$ cat src/rtl/rxfifo_rf_pkg.sv
package rxfifo_rf_pkg;
  localparam int FID_W = 11;
  localparam int CYC_W = 7;
  localparam int CNT_W = CYC_W - 1;
  localparam int CH_W  = 2;

  typedef struct packed {
    logic [CH_W-1:0]  ch;
    logic [FID_W-1:0] fid;
    logic [CYC_W-1:0] cyc;
  } rej_flt_t;

  // Cycle set membership: the highest set code bit k gives a repetition of 2^k,
  // and the low k code bits give the base.
  function automatic logic cyc_in_set(input logic [CYC_W-1:0] code,
                                      input logic [CNT_W-1:0] cnt);
    logic [CNT_W-1:0] m;
    m = '0;
    for (int i = 1; i < CYC_W; i++)
      if (code[i]) m = CNT_W'((32'd1 << i) - 32'd1);
    return ((cnt ^ code[CNT_W-1:0]) & m) == '0;
  endfunction

  // The frame ID hits the filter when every compared (unmasked) bit is equal.
  function automatic logic fid_hit(input logic [FID_W-1:0] id,
                                   input logic [FID_W-1:0] flt,
                                   input logic [FID_W-1:0] msk);
    return ((id ^ flt) & ~msk) == '0;
  endfunction

  // ch[0] blocks channel A, ch[1] blocks channel B.
  function automatic logic ch_blocked(input logic [CH_W-1:0] ch, input logic on_b);
    return on_b ? ch[1] : ch[0];
  endfunction
endpackage

$ cat src/rtl/rxfifo_rf_regs.sv
module rxfifo_rf_regs
  import rxfifo_rf_pkg::*;
(
  input  logic             clk,
  input  logic             rst_n,
  input  logic             cfg_state,
  input  logic             flt_we,
  input  rej_flt_t         flt_wdata,
  input  logic             msk_we,
  input  logic [FID_W-1:0] msk_wdata,
  output rej_flt_t         flt_q,
  output logic [FID_W-1:0] msk_q
);
  logic flt_load, msk_load;
  assign flt_load = flt_we & cfg_state;
  assign msk_load = msk_we & cfg_state;

  always_ff @(posedge clk or negedge rst_n) begin
    if (!rst_n) begin
      flt_q <= '0;
      msk_q <= '0;
    end else begin
      if (flt_load) flt_q <= flt_wdata;
      if (msk_load) msk_q <= msk_wdata;
    end
  end

  p_flt_hold_r3: assert property (@(posedge clk) disable iff (!rst_n)
    !cfg_state |=> $stable(flt_q));
  p_msk_hold_r3: assert property (@(posedge clk) disable iff (!rst_n)
    !cfg_state |=> $stable(msk_q));
  p_flt_load_r2: assert property (@(posedge clk) disable iff (!rst_n)
    (cfg_state && flt_we) |=> (flt_q == $past(flt_wdata)));
endmodule

$ cat src/rtl/rxfifo_rf_match.sv
module rxfifo_rf_match
  import rxfifo_rf_pkg::*;
(
  input  rej_flt_t         flt,
  input  logic [FID_W-1:0] msk,
  input  logic [FID_W-1:0] rx_fid,
  input  logic             rx_chan_b,
  input  logic [CNT_W-1:0] rx_cycle,
  output logic             cyc_ok,
  output logic             fid_rej,
  output logic             ch_rej,
  output logic             pass
);
  assign cyc_ok  = cyc_in_set(flt.cyc, rx_cycle);
  assign fid_rej = fid_hit(rx_fid, flt.fid, msk);
  assign ch_rej  = ch_blocked(flt.ch, rx_chan_b);
  assign pass    = cyc_ok & ~fid_rej & ~ch_rej;
endmodule

$ cat src/rtl/rxfifo_rej_filter.sv
module rxfifo_rej_filter
  import rxfifo_rf_pkg::*;
(
  input  logic             clk,
  input  logic             rst_n,
  input  logic             cfg_state,
  input  logic             flt_we,
  input  logic [CH_W-1:0]  flt_ch,
  input  logic [FID_W-1:0] flt_fid,
  input  logic [CYC_W-1:0] flt_cyc,
  input  logic             msk_we,
  input  logic [FID_W-1:0] msk_fid,
  input  logic             rx_valid,
  input  logic [FID_W-1:0] rx_fid,
  input  logic             rx_chan_b,
  input  logic [CNT_W-1:0] rx_cycle,
  input  logic             rx_buf_hit,
  output logic             fifo_accept
);
  rej_flt_t         flt_wdata, flt_q;
  logic [FID_W-1:0] msk_q;
  logic             cyc_ok, fid_rej, ch_rej, pass, take;

  assign flt_wdata = '{ch: flt_ch, fid: flt_fid, cyc: flt_cyc};

  rxfifo_rf_regs u_regs (
    .clk(clk), .rst_n(rst_n), .cfg_state(cfg_state),
    .flt_we(flt_we), .flt_wdata(flt_wdata),
    .msk_we(msk_we), .msk_wdata(msk_fid),
    .flt_q(flt_q), .msk_q(msk_q)
  );

  rxfifo_rf_match u_match (
    .flt(flt_q), .msk(msk_q), .rx_fid(rx_fid), .rx_chan_b(rx_chan_b),
    .rx_cycle(rx_cycle), .cyc_ok(cyc_ok), .fid_rej(fid_rej),
    .ch_rej(ch_rej), .pass(pass)
  );

  assign take = rx_valid & ~rx_buf_hit & pass;

  always_ff @(posedge clk or negedge rst_n) begin
    if (!rst_n) fifo_accept <= 1'b0;
    else        fifo_accept <= take;
  end

  p_accept_needs_frame_r6: assert property (@(posedge clk) disable iff (!rst_n)
    fifo_accept |-> $past(rx_valid));
  p_no_accept_on_hit_r5: assert property (@(posedge clk) disable iff (!rst_n)
    fifo_accept |-> !$past(rx_buf_hit));
  p_accept_in_set_r9: assert property (@(posedge clk) disable iff (!rst_n)
    fifo_accept |-> $past(cyc_ok));
  p_fid_reject_r7: assert property (@(posedge clk) disable iff (!rst_n)
    fid_rej |=> !fifo_accept);
  p_ch_reject_r8: assert property (@(posedge clk) disable iff (!rst_n)
    ch_rej |=> !fifo_accept);
  p_strobe_r4: assert property (@(posedge clk) disable iff (!rst_n)
    !take |=> !fifo_accept);
endmodule

$ cat config.mk
export PLATFORM = sky130hd
export DESIGN_NAME = rxfifo_rej_filter
export DESIGN_NICKNAME = d
export VERILOG_FILES = /design/src/rtl/rxfifo_rf_pkg.sv /design/src/rtl/rxfifo_rf_regs.sv /design/src/rtl/rxfifo_rf_match.sv /design/src/rtl/rxfifo_rej_filter.sv
export SDC_FILE = /design/constraint.sdc
export NUM_CORES = 1
export LEC_CHECK = 0
export ABC_AREA = 1
export BUFFER_PORTS_ARGS = -buffer_cell sky130_fd_sc_hd__buf_2
export CAP_MARGIN = 10
export CORE_ASPECT_RATIO = 1.1
export CORE_MARGIN = 10
export CORE_UTILIZATION = 44
export DETAILED_ROUTE_END_ITERATION = 10
export HOLD_SLACK_MARGIN = 0.02
export PLACE_DENSITY_LB_ADDON = 0.1
export REMOVE_ABC_BUFFERS = 1
export SLEW_MARGIN = 15
export SYNTH_ARGS = -nofsm -noshare
export SYNTH_HDL_FRONTEND = slang
export SYNTH_SLANG_ARGS = --single-unit
$ cat constraint.sdc
create_clock -name clk -period 1 [get_ports clk]
set_input_delay 0.2 -clock clk [delete_from_list [all_inputs] [get_ports clk]]
set_output_delay 0.2 -clock clk [all_outputs]
set_load 0.01 [all_outputs]
# == After elaboration in Yosys (flattened, before gate mapping) ==
# Cells that the tools add are included.
# classes
n_mux,7
n_bitwise,14
reduce_logical,2
# ops
operator,count
AND 11 bit,1
zero test 11 bit,1
inverter 11 bit,1
bitwise XOR 11 bit,1
AND 1 bit,6
AND 6 bit,1
zero test 6 bit,1
2-to-1 mux 6 bit,1
bitwise XOR 6 bit,1
2-to-1 mux 5 bit,1
2-to-1 mux 4 bit,1
2-to-1 mux 3 bit,1
inverter 1 bit,3
2-to-1 mux 1 bit,2
2-to-1 mux 2 bit,1
# totals
register_bits,32
input_bits,56
output_inout_bits,1
elab_cells,28

# == Depth between registers and ports, before layout ==
# Gate-level depths: netlist of the first run.
# depth
depth_word,11
mapped_depth,8
mapped_depth_nobuf,8

# == By module ==
# A second synthesis of the first run with hierarchy kept.
# unflattened
cells_unflattened,244
area_unflattened_um2,1746.7
# by_module_without_submodules
module,n_inst,cells_each,area_per_inst_um2,seq_area_each_um2
rxfifo_rf_regs,1,136,1255.0,775.7
rxfifo_rf_match,1,105,456.7,0.0
rxfifo_rej_filter,1,3,35.0,25.0

# == Worst setup path after synthesis of the first run ==
# Ideal clock, no wire load.
# synth_path
kind,register to register
from,register u_regs.flt_q[8] (netlist name)
to,register fifo_accept
setup_ns,0.117
arrival_ns,0.907
t_required_ns,0.883
setup_slack_ns,-0.024
path_stages_with_launch,8
n_path_buf,0
period_less_slack_ns,1.024
cell_sequence,dfrtp_1 -> or2_1 -> nand2_1 -> nand2_1 -> nor2_1 -> nand2_1 -> nor2_1 -> nor2_1
# synth_between
elab_chain_len,7
# synth_rtl
element,line,source
bitwise XOR 11 bit,rxfifo_rf_pkg.sv:28,return ((id ^ flt) & ~msk) == '0;
AND 11 bit,rxfifo_rf_pkg.sv:28,
zero test 11 bit,rxfifo_rf_pkg.sv:28,
inverter 1 bit,rxfifo_rf_match.sv:17,assign pass = cyc_ok & ~fid_rej & ~ch_rej;
AND 1 bit (2 in a row),rxfifo_rf_match.sv:17,
AND 1 bit,rxfifo_rej_filter.sv:39,assign take = rx_valid & ~rx_buf_hit & pass;
named net take,rxfifo_rej_filter.sv:22,"logic cyc_ok, fid_rej, ch_rej, pass, take;"
to (signal assigned),rxfifo_rej_filter.sv:43,else fifo_accept <= take;
to (decl),rxfifo_rej_filter.sv:18,output logic fifo_accept
# The timed path passes the listed nets, and every way through them passes these cells.
# A chain may end at the register's enable or synchronous reset.

# == Final worst setup path of the first run ==
# layout_path
from,register u_regs.flt_q[8] (netlist name)
to,register fifo_accept
# layout_between
elab_chain_len,7
# layout_rtl
element,line
bitwise XOR 11 bit,rxfifo_rf_pkg.sv:28
AND 11 bit,rxfifo_rf_pkg.sv:28
zero test 11 bit,rxfifo_rf_pkg.sv:28
inverter 1 bit,rxfifo_rf_match.sv:17
AND 1 bit (2 in a row),rxfifo_rf_match.sv:17
AND 1 bit,rxfifo_rej_filter.sv:39
named net take,rxfifo_rej_filter.sv:22
# The timed path passes the listed nets, and every way through them passes these cells.

==> results of run 1 <==
[cells in the final DEF, fill, tap and decap left out]
cell,netlist,final
nand2_1,40,40
nand4_1,1,1
mux2_1,3,3
dlygate4sd3_1,0,1
a21oi_1,18,18
nor2_2,1,1
or2_0,1,1
nor2_1,27,26
mux2_2,13,13
or2_1,2,2
xor2_1,2,2
o21ai_0,2,2
clkbuf_4,0,5
buf_6,0,1
nand3_1,9,9
nor2_4,0,1
buf_2,2,55
dfrtp_1,32,32
buf_4,1,15
a21oi_2,1,1
inv_1,25,25
nand3b_1,3,3
buf_12,0,2
clkbuf_8,0,2
[report_power, final]
group,switching [mW],total [mW],internal (mW)
clock,0.408,0.806,0.398
sequential,0.0908,1.55,1.46
combinational,0.310,0.684,0.373
total,0.809,3.04,2.24
[cell families (layout without fill, tap and decap cells)]
logic type,after synthesis,in the layout,synth area share (%)
simple gates,84,84,22.3
flops,32,32,50.9
buf+inv,29,106,7.32
compound gates,21,21,6.92
mux,16,16,11.5
xor+xnor,2,2,1.11
[routing by layer]
layer	vias to the layer above	global-route usage, %
met3	8	5.29
met2	41	18.5
met1	596	14.3
li1	734	-
met5	-	0
met4	0	5.47
[cell usage after synthesis]
cell      count
a21oi_1      18
a21oi_2       1
buf_2         2
buf_4         1
clkbuf_1      1
dfrtp_1      32
inv_1        25
mux2_1        3
mux2_2       13
nand2_1      40
nand3_1       9
nand3b_1      3
nand4_1       1
nor2_1       27
nor2_2        1
o21ai_0       2
or2_0         1
or2_1         2
xor2_1        2
[flip-flops by register name, summed over array words and instances (netlist names)]
| name | count |
|---|---|
| fifo_accept | 1 |
| u_regs.msk_q | 11 |
| u_regs.flt_q | 20 |
[final cells by class]
type	count	area share (%)
timing repair buffer	74	21.1
tap	48	2.82
multi-input combinational	123	31.1
sequential	32	37.5
inverter	25	4.40
clock buffer	7	3.05
[final timing paths]
kind	start	to
min in group asynchronous	rst_n	u_regs.flt_q[12]$_DFFE_PN0P_
hold reg to reg	u_regs.msk_q[5]$_DFFE_PN0P_	u_regs.msk_q[5]$_DFFE_PN0P_
setup / recovery	u_regs.flt_q[8]$_DFFE_PN0P_	fifo_accept$_DFF_PN0_
hold / removal	flt_fid[9]	u_regs.flt_q[16]$_DFFE_PN0P_
setup reg to reg	u_regs.flt_q[8]$_DFFE_PN0P_	fifo_accept$_DFF_PN0_
max in group asynchronous	rst_n	u_regs.flt_q[9]$_DFFE_PN0P_
[critical path, stage by stage (launching register included)]
cell and delay [ps]:
dfrtp_1 380, or2_1 220, nand2_1 70, nand2_1 50, nor2_1 100, nand2_1 60
nor2_1 100, nor2_1 50
[timing repair]
item / 4_1_cts / 5_1_grt
hold buffers: 1 / 0
gates resized for setup: 1 / 2
hold endpoints to repair: 32 / 0
setup buffers: 1 / 0
pin swaps: 4 / 3
endpoints found under the setup margin: 2 / 2
==> flow_metrics.env, run 1 <==
export IMPL_grt_max_degree=33
export IMPL_gr_usage_all_layers_pct=12.0
export IMPL_finalPower_mw=3.04
export IMPL_top_layer="met4"
export IMPL_via_per_inst=4.46
export IMPL_drtIter0Drc=70
export IMPL_ys_ff_latch=32
export IMPL_hold_violations=0
export IMPL_powerDensity_nw_per_um2=1430
export IMPL_overflow=0
export IMPL_grt_pass1_vias=1478
export IMPL_wl_met2_mm=1.56
export IMPL_rsz0062_at_grt="true"
export IMPL_seq_area_frac_synth_pct=50.9
export IMPL_routed_wl_met3_um=298
export IMPL_cp_arrival_ps=1340
export IMPL_fmax_mhz=896
export IMPL_layout_cells_non_filler=309
export IMPL_nFillCells=335
export IMPL_hold_depth=2
export IMPL_synth_distinct_cells=19
export IMPL_area_delta_synth_final_pct=35.6
export IMPL_max_slew_margin_pct=86.9
export IMPL_holdWs_ps=80.7
export IMPL_ios=57
export IMPL_clk_pin_slew_worst_paths_ps=90
export IMPL_worst_slew_pin_slew_ps=195
export IMPL_fin_setup_tns_ps=-153
export IMPL_fp_dieH_um=82.7
export IMPL_vias=1379
export IMPL_place_congestion=0.773
export IMPL_antenna_found_initial=0
export IMPL_worstSetupPathType="register to register"
export IMPL_drtPass1Iterations=2
export IMPL_route_detailed_drc=0
export IMPL_portBuffers=56
export IMPL_cts_tree="yes"
export IMPL_violations="setup timing"
export IMPL_reg2reg_depth=7
export IMPL_endpoint_kind="register"
export IMPL_numClockSinks=32
export IMPL_synthesis_area_um2=1570
export IMPL_yosysTopAreaCell="dfrtp_1"
export IMPL_final_max_slew_viol_count=0
export IMPL_fin_crit_ps=1120
export IMPL_dp_hpwl_mm=2.84
export IMPL_place_area_um2=2040
export IMPL_wl_met1_mm=1.60
export IMPL_leakagePower_nw=1.16
export IMPL_worst_r2r_setup_slack_ps=-120
export IMPL_required_ps=1220
export IMPL_synth_area_top_cells="dfrtp_1 51%, nand2_1 9.5%, mux2_2 9.3%, nor2_1 6.4%, inv_1 6.0%"
export IMPL_setup_viol=2
export IMPL_diodes=0
export IMPL_cp_start_kind="register"
export IMPL_worst_slack_ps=-116
export IMPL_hold_path_class="input pin to register"
export IMPL_start_util_pct=46.5
export IMPL_postSynthAreaPerCell_um2=8.55
export IMPL_die_area_um2=6370
export IMPL_maxCapViolations=0
export IMPL_grt_pass1_wl_mm=6.18
export IMPL_clock_latency_ps=320
export IMPL_multi_input_area_um2=664
export IMPL_placementRows=22
export IMPL_cts_buffer_depth=2
export IMPL_cts_inserted_buffers=5
export IMPL_htreeDepth=2
export IMPL_syn_inst=184
export IMPL_final_cell_area_um2=2130
export IMPL_core_area_um2=3390
export IMPL_finalCritPeriodShare_pct=112
export IMPL_yosysWarningCount=0
export IMPL_nNetsFinal=317
export IMPL_pre_cts_slack_ps=-142
export IMPL_drive_gt1_share_pct=36.8
export IMPL_clock_root_buffer="clkbuf_4"
export IMPL_peakVddDrop_uv=928
export IMPL_clock_skew_ps=3.25
export IMPL_fin_util_pct=63.0
export IMPL_regArea_um2=801
export IMPL_synth_top_area_share_pct=50.9
export IMPL_place_inst=300
export IMPL_routed_wirelength_mm=3.51
export IMPL_routedWlPerCell_um=11.4
export IMPL_ant_nets=0
export IMPL_die_width_um=77.0
export IMPL_crit_fanout=2
export IMPL_status="finished with violations"
Power figures use the tool's default switching activity.
==> inputs of run 2 (changes only) <==
==> constraint.sdc (replaced) <==
create_clock -name clk -period 1 [get_ports clk]
set_input_delay 0.05 -clock clk [delete_from_list [all_inputs] [get_ports clk]]
set_output_delay 0.05 -clock clk [all_outputs]
set_load 0.01 [all_outputs]
==> flow_metrics.env, run 2 (same netlist as run 1, synthesis figures left out) <==
export IMPL_die_area_um2=6370
export IMPL_ant_nets=0
export IMPL_slowest_stage="dfrtp_1"
export IMPL_area_delta_synth_final_pct=52.0
export IMPL_layout_common_cells="56 x buf_2, 39 x nand2_1, 32 x dfrtp_1, 32 x dlygate4sd3_1, 26 x nor2_1"
export IMPL_antenna_found_initial=0
export IMPL_worst_slew_pin_slew_ps=392
export IMPL_worst_r2r_setup_slack_ps=-120
export IMPL_start_util_pct=46.5
export IMPL_regMostFlops="u_regs.flt_q"
export IMPL_finalCritPeriodShare_pct=112
export IMPL_diodes=0
export IMPL_cp_start_kind="register"
export IMPL_critPathBufInv=1
export IMPL_r2r_end="fifo_accept$_DFF_PN0_"
export IMPL_cts_buffer_depth=2
export IMPL_grt_max_degree=33
export IMPL_layout_commonest_cell="buf_2"
export IMPL_htreeDepth=2
export IMPL_drive_gt1_share_pct=31.6
export IMPL_violations="setup timing"
export IMPL_overflow=0
export IMPL_hold_path_class="input pin to register"
export IMPL_place_congestion=0.776
export IMPL_endpoint_kind="register"
export IMPL_cp_arrival_ps=1380
export IMPL_fp_dieH_um=82.7
export IMPL_r2r_start="u_regs.flt_q[6]$_DFFE_PN0P_"
export IMPL_routed_wirelength_mm=3.80
export IMPL_clk_pin_slew_worst_paths_ps=90
export IMPL_worstSetupPathType="register to register"
export IMPL_ios=57
export IMPL_required_ps=1260
export IMPL_hold_violations=0
export IMPL_status="finished with violations"
export IMPL_rsz0062_at_grt="true"
export IMPL_routedWlPerCell_um=11.3
export IMPL_largestRegisters="u_regs.flt_q x20, u_regs.msk_q x11, fifo_accept x1"
export IMPL_fin_setup_tns_ps=-122
export IMPL_hold_start="rx_fid[7]"
export IMPL_path_common_cell="nand3_1"
export IMPL_worst_path_largest_cell_delay_ps=400
export IMPL_fin_crit_ps=1120
export IMPL_drtPass1Iterations=4
export IMPL_grt_pass1_vias=1566
export IMPL_max_slew_margin_pct=73.9
export IMPL_clock_skew_ps=2.99
export IMPL_core_area_um2=3390
export IMPL_grt_pass1_wl_mm=6.59
export IMPL_path_cells="nor2_2 > nand3_1 > nand2_1 > inv_1 > a21oi_2 > nand3_1 > nor2_1"
export IMPL_drtIter0Drc=48
export IMPL_die_width_um=77.0
export IMPL_powerDensity_nw_per_um2=1280
export IMPL_route_detailed_drc=0
export IMPL_nFillCells=284
export IMPL_setup_viol=1
export IMPL_cts_inserted_buffers=5
export IMPL_leakagePower_nw=1.27
export IMPL_peakVddDrop_uv=828
export IMPL_cts_tree="yes"
export IMPL_gr_usage_all_layers_pct=12.5
export IMPL_via_per_inst=4.49
export IMPL_crit_fanout=4
export IMPL_fin_util_pct=70.6
export IMPL_clock_root_buffer="clkbuf_4"
export IMPL_numClockSinks=32
export IMPL_vias=1509
export IMPL_cp_top_family="simple AND/OR/NAND/NOR gates"
export IMPL_dp_hpwl_mm=2.83
export IMPL_nNetsFinal=343
export IMPL_placementRows=22
export IMPL_fmax_mhz=892
export IMPL_maxCapViolations=0
export IMPL_final_max_slew_viol_count=0
export IMPL_clock_latency_ps=320
export IMPL_worst_slack_ps=-122
export IMPL_hold_depth=5
export IMPL_reg2reg_depth=7
export IMPL_hold_path_end="fifo_accept$_DFF_PN0_"
export IMPL_largest_register_ffs=20
export IMPL_portBuffers=56
export IMPL_holdWs_ps=92.5
run 2: worst max-delay path by stage:
| stage | from | end | cells past startpoint |
|---|---|---|---|
| finish | u_regs.flt_q[6]$_DFFE_PN0P_ | fifo_accept$_DFF_PN0_ | 7 |
| floorplan | flt_we | u_regs.flt_q[14]$_DFFE_PN0P_ | 2 |
| detailed placement | u_regs.flt_q[5]$_DFFE_PN0P_ | fifo_accept$_DFF_PN0_ | 7 |
| global route | u_regs.flt_q[17]$_DFFE_PN0P_ | fifo_accept$_DFF_PN0_ | 7 |
| global placement | u_regs.flt_q[17]$_DFFE_PN0P_ | fifo_accept$_DFF_PN0_ | 7 |
| CTS | u_regs.flt_q[17]$_DFFE_PN0P_ | fifo_accept$_DFF_PN0_ | 7 |
run 2: worst min-delay path: stages:
cell and delay [ps]:
buf_2 90, o21ai_0 60, nand3_1 70, nor2_1 40, nor2_1 70
run 2: what timing repair did:
| item | in CTS | in global routing |
|---|---|---|
| setup endpoints to repair | 1 | 1 |
| buffers inserted | 2 | 0 |
| gates resized for setup | 1 | 1 |
| pin swaps | 3 | 6 |
| hold buffers | 32 | 0 |
| endpoints found under the hold margin | 63 | 0 |
run 2: cell type report:
type	instances	area, µm²	share of cell area, %
clock buffer	8	58.8	2.46
sequential	32	801	33.5
inverter	25	93.8	3.92
multi-input combinational	123	662	27.7
timing repair buffer	100	716	29.9
tap	48	60.1	2.51
run 2: per-layer routing:
layer / track usage, % / wire (µm) / vias to the layer above
met1: 13.7 / 1650 / 673
li1: - / - / 783
met2: 21.8 / 1790 / 46
met5: 0 / 0 / -
met3: 4.97 / 305 / 7
met4: 4.93 / 55 / 0
run 2: metrics by stage:
| stage | power (mW) | setup WS, ps | area [µm²] | std cells |
|---|---|---|---|---|
| finish | 3.07 | -122 | 2390 | 336 |
| global route | 3.28 | -281 | 2390 | 336 |
| CTS | 3.11 | -122 | 2390 | 336 |
| detailed placement | 2.24 | -132 | 1990 | 294 |
| global placement | 2.22 | -106 | 1990 | 294 |
| floorplan | 1.94 | -112 | 1550 | 180 |
run 2: power by group:
part	internal, mW	switching [mW]
Clock	0.347	0.400
Combinational	0.442	0.325
Sequential	1.46	0.0904
